--- src/rtl/trem_pkg.sv ---
package trem_pkg;
  localparam int NUM_CH  = 2;
  localparam int CH_LEFT  = 0;
  localparam int CH_RIGHT = 1;
endpackage

--- src/rtl/trem_mode_ctrl.sv ---
module trem_mode_ctrl (
  input  logic clk,
  input  logic rst,
  input  logic strobe,
  input  logic btn_n,
  output logic anti_phase
);
  logic press_held;
  logic toggle;

  assign toggle = strobe && !btn_n && !press_held;

  always_ff @(posedge clk) begin
    if (rst) begin
      anti_phase <= 1'b1;
      press_held <= 1'b0;
    end else begin
      if (toggle) anti_phase <= ~anti_phase;
      if (strobe) press_held <= ~btn_n;
    end
  end

  // mode changes only when a strobe saw the button pressed
  assert_mode_on_press_R7: assert property (@(posedge clk) disable iff (rst)
    (anti_phase != $past(anti_phase)) |-> ($past(strobe) && !$past(btn_n)));

  // a latched press with the button still down never toggles
  assert_no_retoggle_R8: assert property (@(posedge clk) disable iff (rst)
    ($past(press_held) && !$past(btn_n)) |-> (anti_phase == $past(anti_phase)));
endmodule

--- src/rtl/trem_scale.sv ---
module trem_scale #(
  parameter int DATA_W = 16,
  parameter int GAIN_W = 16
) (
  input  logic                     clk,
  input  logic                     rst,
  input  logic                     en,
  input  logic signed [DATA_W-1:0] sample,
  input  logic        [GAIN_W-1:0] gain,
  output logic signed [DATA_W-1:0] result
);
  localparam int PROD_W = DATA_W + GAIN_W + 1;

  logic signed [PROD_W-1:0] prod;
  logic signed [PROD_W-1:0] shifted;

  always_comb begin
    prod    = $signed(sample) * $signed({1'b0, gain});
    shifted = prod >>> GAIN_W;
  end

  always_ff @(posedge clk) begin
    if (rst) result <= '0;
    else if (en) result <= DATA_W'(shifted);
  end

  // polarity of the sample is never inverted
  assert_sign_kept_R2: assert property (@(posedge clk) disable iff (rst)
    $past(en) |-> ((result == '0) || (result[DATA_W-1] == $past(sample[DATA_W-1]))));

  // result holds between strobes
  assert_hold_R5: assert property (@(posedge clk) disable iff (rst)
    !$past(en) |-> $stable(result));
endmodule

--- src/rtl/trem_stereo_gain.sv ---
module trem_stereo_gain #(
  parameter int DATA_W = 16,
  parameter int GAIN_W = 16
) (
  input  logic                     clk,
  input  logic                     rst,
  input  logic                     in_strobe,
  input  logic signed [DATA_W-1:0] in_left,
  input  logic signed [DATA_W-1:0] in_right,
  input  logic        [GAIN_W-1:0] gain,
  input  logic                     btn_n,
  output logic signed [DATA_W-1:0] out_left,
  output logic signed [DATA_W-1:0] out_right,
  output logic                     out_valid,
  output logic                     anti_phase
);
  import trem_pkg::*;

  logic signed [DATA_W-1:0] ch_in  [NUM_CH];
  logic signed [DATA_W-1:0] ch_out [NUM_CH];
  logic        [GAIN_W-1:0] ch_gain[NUM_CH];

  trem_mode_ctrl u_mode (
    .clk       (clk),
    .rst       (rst),
    .strobe    (in_strobe),
    .btn_n     (btn_n),
    .anti_phase(anti_phase)
  );

  always_comb begin
    ch_in[CH_LEFT]    = in_left;
    ch_in[CH_RIGHT]   = in_right;
    ch_gain[CH_LEFT]  = gain;
    ch_gain[CH_RIGHT] = anti_phase ? ~gain : gain;
  end

  for (genvar c = 0; c < NUM_CH; c++) begin : g_ch
    trem_scale #(.DATA_W(DATA_W), .GAIN_W(GAIN_W)) u_scale (
      .clk   (clk),
      .rst   (rst),
      .en    (in_strobe),
      .sample(ch_in[c]),
      .gain  (ch_gain[c]),
      .result(ch_out[c])
    );
  end

  assign out_left  = ch_out[CH_LEFT];
  assign out_right = ch_out[CH_RIGHT];

  always_ff @(posedge clk) begin
    if (rst) out_valid <= 1'b0;
    else     out_valid <= in_strobe;
  end
endmodule

--- config.mk ---
export PLATFORM = sky130hd
export DESIGN_NAME = trem_stereo_gain
export DESIGN_NICKNAME = d
export VERILOG_FILES = /design/src/rtl/trem_pkg.sv /design/src/rtl/trem_mode_ctrl.sv /design/src/rtl/trem_scale.sv /design/src/rtl/trem_stereo_gain.sv
export SDC_FILE = /design/constraint.sdc
export NUM_CORES = 1
export LEC_CHECK = 0
export CORE_MARGIN = 4
export CORE_UTILIZATION = 64
export DETAILED_ROUTE_END_ITERATION = 7
export GPL_ROUTABILITY_DRIVEN = 1
export GPL_TIMING_DRIVEN = 0
export PLACE_DENSITY_LB_ADDON = 0.1
export SYNTH_ARGS = -nofsm -noshare
export SYNTH_HDL_FRONTEND = slang
export SYNTH_SLANG_ARGS = --single-unit
--- constraint.sdc ---
create_clock -name clk -period 8.15 [get_ports clk]
set_input_delay 1.2225 -clock clk [delete_from_list [all_inputs] [get_ports clk]]
set_output_delay 1.2225 -clock clk [all_outputs]
set_load 0.05 [all_outputs]
==> Word-level counts from Yosys, hierarchy flattened <==
Cells that the tools add are included.
{ "op_classes": {"mul": 2, "muxes": 1, "bitwise": 3, "reduce_logical": 4} }
{ "ops": {"columns": ["op", "n"], "rows": [
  ["16-bit by 17-bit multiplier with 32-bit output", 2],
  ["16-bit two-way mux", 1],
  ["16-bit NOT", 1],
  ["1-bit logical AND", 2],
  ["1-bit zero test", 2],
  ["1-bit NOT", 2]
]} }
{ "word_totals": {"regBits": 35, "output_inout_bits": 34, "wordCells": 15} }

==> Depth between registers and ports, before layout <==
Gate-level depths: netlist (run 1).
{ "depth": {"depth_word": 3, "depth_mapped": 25, "mapped_depth_nobuf": 22} }

==> Modules after synthesis <==
Synthesis (run 1) repeated with hierarchy kept, for this count alone.
{ "unflattened": {"cells_unflattened": 2171, "area_unflattened_um2": 18746.7} }
{ "by_module_without_submodules": {"columns": ["module", "n_inst", "cells_per_inst", "area_each_um2", "seq_area_each_um2"], "rows": [
  ["trem_scale (g_ch[0].u_scale)", 1, 1078, 9282.7, 320.3],
  ["trem_scale (g_ch[1].u_scale)", 1, 1065, 9182.6, 320.3],
  ["trem_stereo_gain", 1, 20, 197.7, 20.0],
  ["trem_mode_ctrl", 1, 8, 83.8, 40.0]
]} }

==> Worst setup path before layout (run 1) <==
No wires, ideal clock.
{ "synth_path": {"kind": "input port to flip-flop", "startpoint": "input gain[13]", "endpoint": "register g_ch[1].u_scale.result[8]", "setup_time_ns": 0.132, "arrival_ns": 6.834, "setup_slack_ns": 1.184, "stages": 22, "cell_sequence": "clkbuf_1 xor2_1 clkbuf_1 nand2_1 fa_1 fa_1 fa_1 inv_1 fa_1 fa_1 inv_1 fa_1 inv_1 ha_1 and4_1 o21ai_0 a211oi_1 a211oi_1 o21ai_0 a21oi_1 xor2_1 o22ai_1"} }
{ "synth_via": {"elab_chain_len": 3} }
{ "synth_rtl": {"columns": ["element", "line", "text"], "rows": [
  ["start: declaration", "trem_stereo_gain.sv:10", "input logic [GAIN_W-1:0] gain,"],
  ["16-bit NOT", "trem_stereo_gain.sv:35", "ch_gain[CH_RIGHT] = anti_phase ? ~gain : gain;"],
  ["16-bit two-way mux (*)", "trem_stereo_gain.sv:35", null],
  ["16-bit by 17-bit multiplier with 32-bit output (*)", "trem_scale.sv:18", "prod = $signed(sample) * $signed({1'b0, gain});"],
  ["end signal: assignment", "trem_scale.sv:24", "else if (en) result <= DATA_W'(shifted);"],
  ["end: declaration", "trem_scale.sv:10", "output logic signed [DATA_W-1:0] result"]
]} }
Mark *: on every way between the ends. The rest lies on a longest branch, timed or not.
A chain may end at the register's enable or synchronous reset.

==> Worst setup path in the final report (run 1) <==
{ "layout_path": {"startpoint": "input in_left[6]", "endpoint": "register g_ch[0].u_scale.result[15]"} }
{ "layout_via": {"elab_chain_len": 1} }
{ "layout_rtl": {"columns": ["element", "line", "text"], "rows": [
  ["start: declaration", "trem_stereo_gain.sv:8", "input logic signed [DATA_W-1:0] in_left,"],
  ["16-bit by 17-bit multiplier with 32-bit output", "trem_scale.sv:18", null],
  ["end signal: assignment", "trem_scale.sv:24", null],
  ["end: declaration", "trem_scale.sv:10", null]
]} }
No other way between the ends.

==> results.py, run 1 <==
metrics = {
    "timing": {
        "setup_viol": 0,
        "fmax_mhz": 126,
        "fin_skew_ns": 0.00246,
        "finalMaxSlewViolations": 0,
        "min_period_ns": 7.95,
        "relSlewSlack_pct": 43.8,
        "tightest_slew_ns": 0.843,
        "period_share_pct": 97.6,
        "holdWs_ns": 0.469,
        "hold_viol_final": 0,
    },
    "yosys": {
        "synth_edf_count": 0,
        "synth_top_area_share_pct": 43.3,
        "post_synth_most_frequent_cells": "inv_1, fa_1, nand2_1",
        "synthCells": 2009,
        "synth_top_cell_by_area": "fa_1",
        "avgSynthCellArea_um2": 8.89,
        "yosysWarnings": 0,
        "ys.flop_type": "dfxtp_1",
        "synth_area_um2": 17900,
        "ys_ff_latch": 35,
        "seq_area_frac_synth_pct": 3.92,
        "yosys-top-cells-area": "fa_1, ha_1, inv_1",
        "synth_nets": 2675,
        "yosys.cell_count.top_type": "inv_1",
        "synthArstFlopShare_pct": 0,
        "ys_types": 59,
    },
    "global_routing": {
        "grt_remaining_overflow": 0,
        "track_usage_pct": 31.6,
        "grt_max_degree": 12,
        "grt_pass1_vias": 15344,
        "grt_pass1_wl_mm": 77.0,
        "antenna_found_initial": 2,
    },
    "critical_path": {
        "crit_fanout": 10,
        "crit_family": "adder cells",
        "cp.required_ns": 8.32,
        "crit_chain": "clkdlybuf4s50_1, clkbuf_2, and2_1, fa_1, inv_1, fa_1, fa_1, inv_1, fa_1, fa_1, inv_1, fa_1, inv_1, ha_1, a21oi_1, o21ai_0, a211oi_1, a21oi_2, a41oi_1, o21ai_0, nand2_1, a22o_1",
        "crit_buf_inv": 6,
        "critical_path.slowest_cell": "clkdlybuf4s50_1",
        "path_class": "in2reg",
        "slowest_delay_ns": 0.85,
        "cp_data_arrival_time_ns": 8.12,
        "cp-start-kind": "input port",
        "setup.worst_path.end_class": "flop",
        "crit_top_cell": "fa_1",
    },
    "clocking": {
        "htreeDepth": 2,
        "cts-root-buf": "clkbuf_16",
        "clock_latency_ns": 0.28,
        "clockBufferDepth": 2,
        "cts_buffers": 5,
        "cts_tree": "built",
        "path_clk_slew_ns": 0.06,
        "cts.sinks": 35,
        "cts_hold_buf": 0,
    },
    "placement": {
        "place_congestion": 0.933,
        "portBuffers": 82,
        "dp_hpwl_mm": 38.9,
    },
    "run_status": {
        "outcome": "finished, final reports clean",
    },
    "layout": {
        "syn2layout_area_growth_pct": 9.67,
        "num-fill-cells": 2151,
        "final_nets": 2765,
        "antenna_cells": 0,
        "fin_util_pct": 72.1,
        "layout-drive-gt1-share_pct": 3.57,
    },
    "drt": {
        "dr_wl_met3_mm": 4.25,
        "drc": 0,
        "drt_first_pass_iters": 6,
        "top_layer": "met5",
        "drt-initial-drc-count": 937,
        "wl_per_cell_um": 18.7,
        "met1_length_mm": 19.0,
        "routed_wl_mm": 46.2,
        "dr_total_vias": 13896,
        "routed_via_density": 5.62,
        "met2_length_mm": 21.3,
        "ant_nets": 0,
    },
    "die": {
        "core_area_um2": 27200,
        "die_y_um": 175,
        "fp.dieArea_um2": 30600,
        "initial_utilization_pct": 65.7,
        "die_x_um": 175,
        "ios": 86,
        "num_rows": 60,
    },
    "run": {
        "max_cap_viol_count": 0,
    },
    "worst_hold_path": {
        "worstHoldPathType": "reg2reg",
    },
}
## worst reg2reg max path, cell delays in order, from the launching register on
cell,delay (ns)
dfxtp_1,0.41
buf_4,0.34
clkbuf_4,0.51
xor2_2,0.51
clkbuf_2,0.41
nand2_1,0.14
fa_1,0.52
inv_1,0.05
fa_1,0.46
fa_1,0.46
fa_1,0.43
fa_1,0.51
inv_1,0.05
fa_1,0.48
inv_1,0.04
ha_1,0.34
a21oi_1,0.29
o21bai_1,0.10
a21oi_1,0.29
a2bb2oi_1,0.41
o2111ai_2,0.20
nand3_1,0.22
mux2i_1,0.21
o311ai_1,0.11
## state kept, by name, indices dropped and copies added, names as in the netlist
name and count:
u_mode.press_held 1, out_valid 1, g_ch.u_scale.result 32, u_mode.anti_phase 1
## logic make-up (layout without fill, tap and decap cells)
logic type,Yosys count,after routing,share of synthesized area [%]
and+or+nand+nor,626,626,17.4
AOI/OAI and AO/OA,130,130,4.89
xor gates and xnor gates,48,48,2.44
muxes,13,13,0.728
buffers and inverters,543,634,11.4
DFF,35,35,3.92
adders and majority gates,614,614,59.2
## layout by cell type, fill, tap and decap left out, drive strengths merged, types with 6 or more instances in the layout
cell and n:
and3 9, nand4 6, clkbuf 83, o21ai 18, a211oi 7, inv 465
nand3 10, nand2 280, o211ai 6, nand2b 9, fa 386, or2 8
o22ai 6, dlymetal6s2s 11, xnor2 19, a21o 20, mux2i 13, a21oi 40
clkdlybuf4s50 69, ha 228, xor2 29, dfxtp 35, nor2 52, and2 232
## cell type report
type	count	area, um^2	share of cell area (%)
inverters	465	1750	8.91
repair buffers	83	855	4.36
multi-input cells	1431	15300	78.3
plain buffers	78	338	1.72
clock inverters	2	12.5	0.0639
flip-flops and latches	35	701	3.58
clock buffers	6	129	0.658
well taps	372	465	2.38
## routing by layer
| layer | GRT usage [%] | vias up |
|---|---|---|
| met5 | 0 | - |
| met4 | 10.9 | 2 |
| met2 | 50.8 | 625 |
| li1 | - | 6191 |
| met3 | 8.22 | 123 |
| met1 | 42.2 | 6955 |
## what timing repair did
action,4_1_cts,5_1_grt
gates resized for setup,30,61
pin swaps,0,1
buffers inserted,0,1
endpoints found under the setup margin,16,21
hold endpoints to repair,0,0
## worst paths after layout
path                                   from                         end  slack [ns]  depth (start not counted)
setup / recovery                 in_left[6]  g_ch[0].u_scale.result[15]        0.20                         22
hold / removal    g_ch[0].u_scale.result[4]   g_ch[0].u_scale.result[4]        0.47                          2
hold reg to reg   g_ch[0].u_scale.result[4]   g_ch[0].u_scale.result[4]        0.47                          2
setup reg to reg          u_mode.anti_phase  g_ch[1].u_scale.result[14]        0.53                         23
## stage by stage
step / std cells / area, um^2 / TNS, ns / setup WS (ns)
2_1_floorplan: 2009 / 17900 / 0 / 1.18
3_3_place_gp: 2463 / 19100 / -10.15 / -0.982
3_5_place_dp: 2463 / 19100 / -10.85 / -1.01
4_1_cts: 2471 / 19400 / 0 / 0.00181
5_1_grt: 2472 / 19600 / -0.0214 / -0.0201
6_report: 2472 / 19600 / 0 / 0.198
Power of run 1 is not shown: default switching activity piles up to over one toggle a cycle in this logic, so the estimate is an artifact.
==> inputs of run 2 (changes only) <==
--- a/config.mk
+++ b/config.mk
@@ -6,7 +6,7 @@
 export NUM_CORES = 1
 export LEC_CHECK = 0
 export CORE_MARGIN = 4
-export CORE_UTILIZATION = 64
+export CORE_UTILIZATION = 55
 export DETAILED_ROUTE_END_ITERATION = 7
 export GPL_ROUTABILITY_DRIVEN = 1
 export GPL_TIMING_DRIVEN = 0
==> constraint.sdc (replaced) <==
create_clock -name clk -period 6.5 [get_ports clk]
set_input_delay 0.975 -clock clk [delete_from_list [all_inputs] [get_ports clk]]
set_output_delay 0.975 -clock clk [all_outputs]
set_load 0.05 [all_outputs]
==> run 2 against run 1 <==
Compared with the run above: the run now ends with setup timing left; core utilization is 3.8 points lower; register-to-register slack worse by 0.54 ns; die area up 16%; critical path depth is 2 higher; design area rose by 11%; clock-buffer cell count is the same; sequential cell count did not move; critical path type unchanged.
==> results.py, run 2 (synthesis results as in run 1) <==
metrics = {
    "timing": {
        "setup_slack_ns": -0.0752,
        "hold_viol_final": 0,
        "tightest_slew_ns": 0.826,
        "period_share_pct": 101,
        "setup_viol": 2,
        "holdWs_ns": 0.457,
        "relSlewSlack_pct": 45.0,
        "fin_skew_ns": 0.00133,
        "finalMaxSlewViolations": 0,
        "min_period_ns": 6.58,
        "rsz0062_at_grt": "true",
        "fmax_mhz": 152,
    },
    "global_routing": {
        "track_usage_pct": 29.0,
        "antenna_found_initial": 1,
        "grt_remaining_overflow": 0,
        "grt_max_degree": 11,
        "grt_pass1_vias": 15282,
        "grt_pass1_wl_mm": 81.1,
    },
    "critical_path": {
        "setup.worst_path.end_class": "flop",
        "cp_data_arrival_time_ns": 6.77,
        "cp.required_ns": 6.70,
        "path_class": "in2reg",
        "crit_fanout": 5,
        "cp-start-kind": "input port",
    },
    "layout": {
        "area.sequential_um2": 704,
        "final_cells": 2634,
        "regMostFlops": "g_ch.u_scale.result",
        "multi_input_area_um2": 16000,
        "antenna_cells": 0,
        "syn2layout_area_growth_pct": 21.5,
        "layout_common_cells": "inv_1, fa_1, nand2_1",
        "largest_reg_flops": 32,
        "layout-drive-gt1-share_pct": 16.0,
        "final_nets": 2865,
        "fin_util_pct": 68.2,
        "num-fill-cells": 2464,
        "layout_commonest_cell": "inv_1",
    },
    "clocking": {
        "path_clk_slew_ns": 0.05,
        "cts_hold_buf": 0,
        "clock_latency_ns": 0.27,
        "cts_tree": "built",
        "cts-root-buf": "clkbuf_16",
        "htreeDepth": 2,
        "cts_buffers": 5,
        "cts.sinks": 35,
        "clockBufferDepth": 2,
    },
    "run_status": {
        "failed_checks": "setup timing",
        "outcome": "finished with violations",
    },
    "die": {
        "num_rows": 65,
        "core_area_um2": 31800,
        "die_y_um": 188,
        "die_x_um": 188,
        "initial_utilization_pct": 56.2,
        "fp.dieArea_um2": 35400,
        "ios": 86,
    },
    "drt": {
        "dr_total_vias": 14108,
        "routed_wl_mm": 50.0,
        "drt_first_pass_iters": 6,
        "drt-initial-drc-count": 959,
        "wl_per_cell_um": 19.0,
        "ant_nets": 0,
        "routed_via_density": 5.36,
        "drc": 0,
    },
    "placement": {
        "place_inst": 2526,
        "dp_hpwl_mm": 39.5,
        "portBuffers": 82,
        "place_congestion": 0.898,
    },
    "run": {
        "max_cap_viol_count": 0,
    },
    "worst_hold_path": {
        "worstHoldPathType": "reg2reg",
    },
}
==> run 2: cell count changes in the layout (fill, tap and decap cells not counted), sizes merged <==
| cell | previous run | this run |
|---|---|---|
| dlymetal6s2s | 11 | 1 |
| clkdlybuf4s15 | 1 | 5 |
| bufbuf | 0 | 1 |
| clkdlybuf4s50 | 69 | 39 |
| bufinv | 0 | 1 |
| clkinv | 1 | 0 |
| clkinvlp | 1 | 0 |
| clkbuf | 83 | 46 |
| buf | 2 | 174 |
==> run 2: repair_timing <==
action,in CTS,in global routing
gates cloned,1,0
endpoints found under the hold margin,0,0
buffers inserted,53,51
gates resized for setup,393,252
pin swaps,47,99
endpoints found under the setup margin,32,29
==> run 2: area by class of cell <==
type / instances / area share (%)
Timing Repair Buffer: 186 / 7.98
Buffer: 75 / 3.90
Clock inverter: 1 / 0.138
Clock buffer: 6 / 0.594
Tap cell: 435 / 2.51
Sequential cell: 35 / 3.25
Inverter: 465 / 8.04
Multi-Input combinational cell: 1431 / 73.6
==> run 2: per-stage QoR <==
step                setup TNS [ns]  worst slack, ns  instance area [um^2]
floorplan                        0          0.00279                 17900
global placement            -53.59            -2.13                 19300
detailed placement          -54.54            -2.13                 19300
CTS                        -0.0995          -0.0466                 20800
global route                 -1.78           -0.222                 21700
finish                      -0.136          -0.0752                 21700
==> run 2: worst paths after layout <==
path                                                  from                    endpoint  slack (ns)  cells past startpoint
worst max register to register           u_mode.anti_phase   g_ch[1].u_scale.result[9]       -0.01                     24
worst min register to register  g_ch[1].u_scale.result[12]  g_ch[1].u_scale.result[12]        0.46                      2
worst min-delay path            g_ch[1].u_scale.result[12]  g_ch[1].u_scale.result[12]        0.46                      2
worst max-delay path                               gain[7]  g_ch[1].u_scale.result[11]       -0.08                     24
==> run 2: metal layers <==
| metal | wire length (um) | up-vias | GRT usage, % |
|---|---|---|---|
| met4 | 1400 | 0 | 8.58 |
| met5 | 0 | - | 0 |
| met3 | 3810 | 88 | 5.85 |
| li1 | - | 6387 | - |
| met1 | 20800 | 7137 | 39.9 |
| met2 | 24000 | 496 | 46.9 |
==> run 2: critical path: stages <==
cell and delay, ns:
buf_12 0.12, xor2_4 0.20, buf_6 0.14, and2_1 0.17, fa_1 0.53, inv_1 0.06, fa_2 0.40, fa_1 0.56
inv_1 0.05, fa_1 0.46, fa_1 0.51, inv_2 0.05, fa_1 0.53, inv_2 0.06, ha_4 0.26, and4_4 0.23
o211ai_1 0.12, a311oi_2 0.20, buf_4 0.17, o21ai_4 0.10, o211ai_2 0.19, a21oi_2 0.08, or4_4 0.51, o211ai_2 0.08
Power of run 2 is left out for the same reason.
==> inputs of run 3 (changes only) <==
--- a/config.mk
+++ b/config.mk
@@ -5,6 +5,7 @@
 export SDC_FILE = /design/constraint.sdc
 export NUM_CORES = 1
 export LEC_CHECK = 0
+export CAP_MARGIN = 20
 export CORE_MARGIN = 4
 export CORE_UTILIZATION = 55
 export DETAILED_ROUTE_END_ITERATION = 7
==> results of run 3 <==
No change in the layout: final DEF, timing and power equal those of run 2.
Power of run 3 is left out for the same reason.
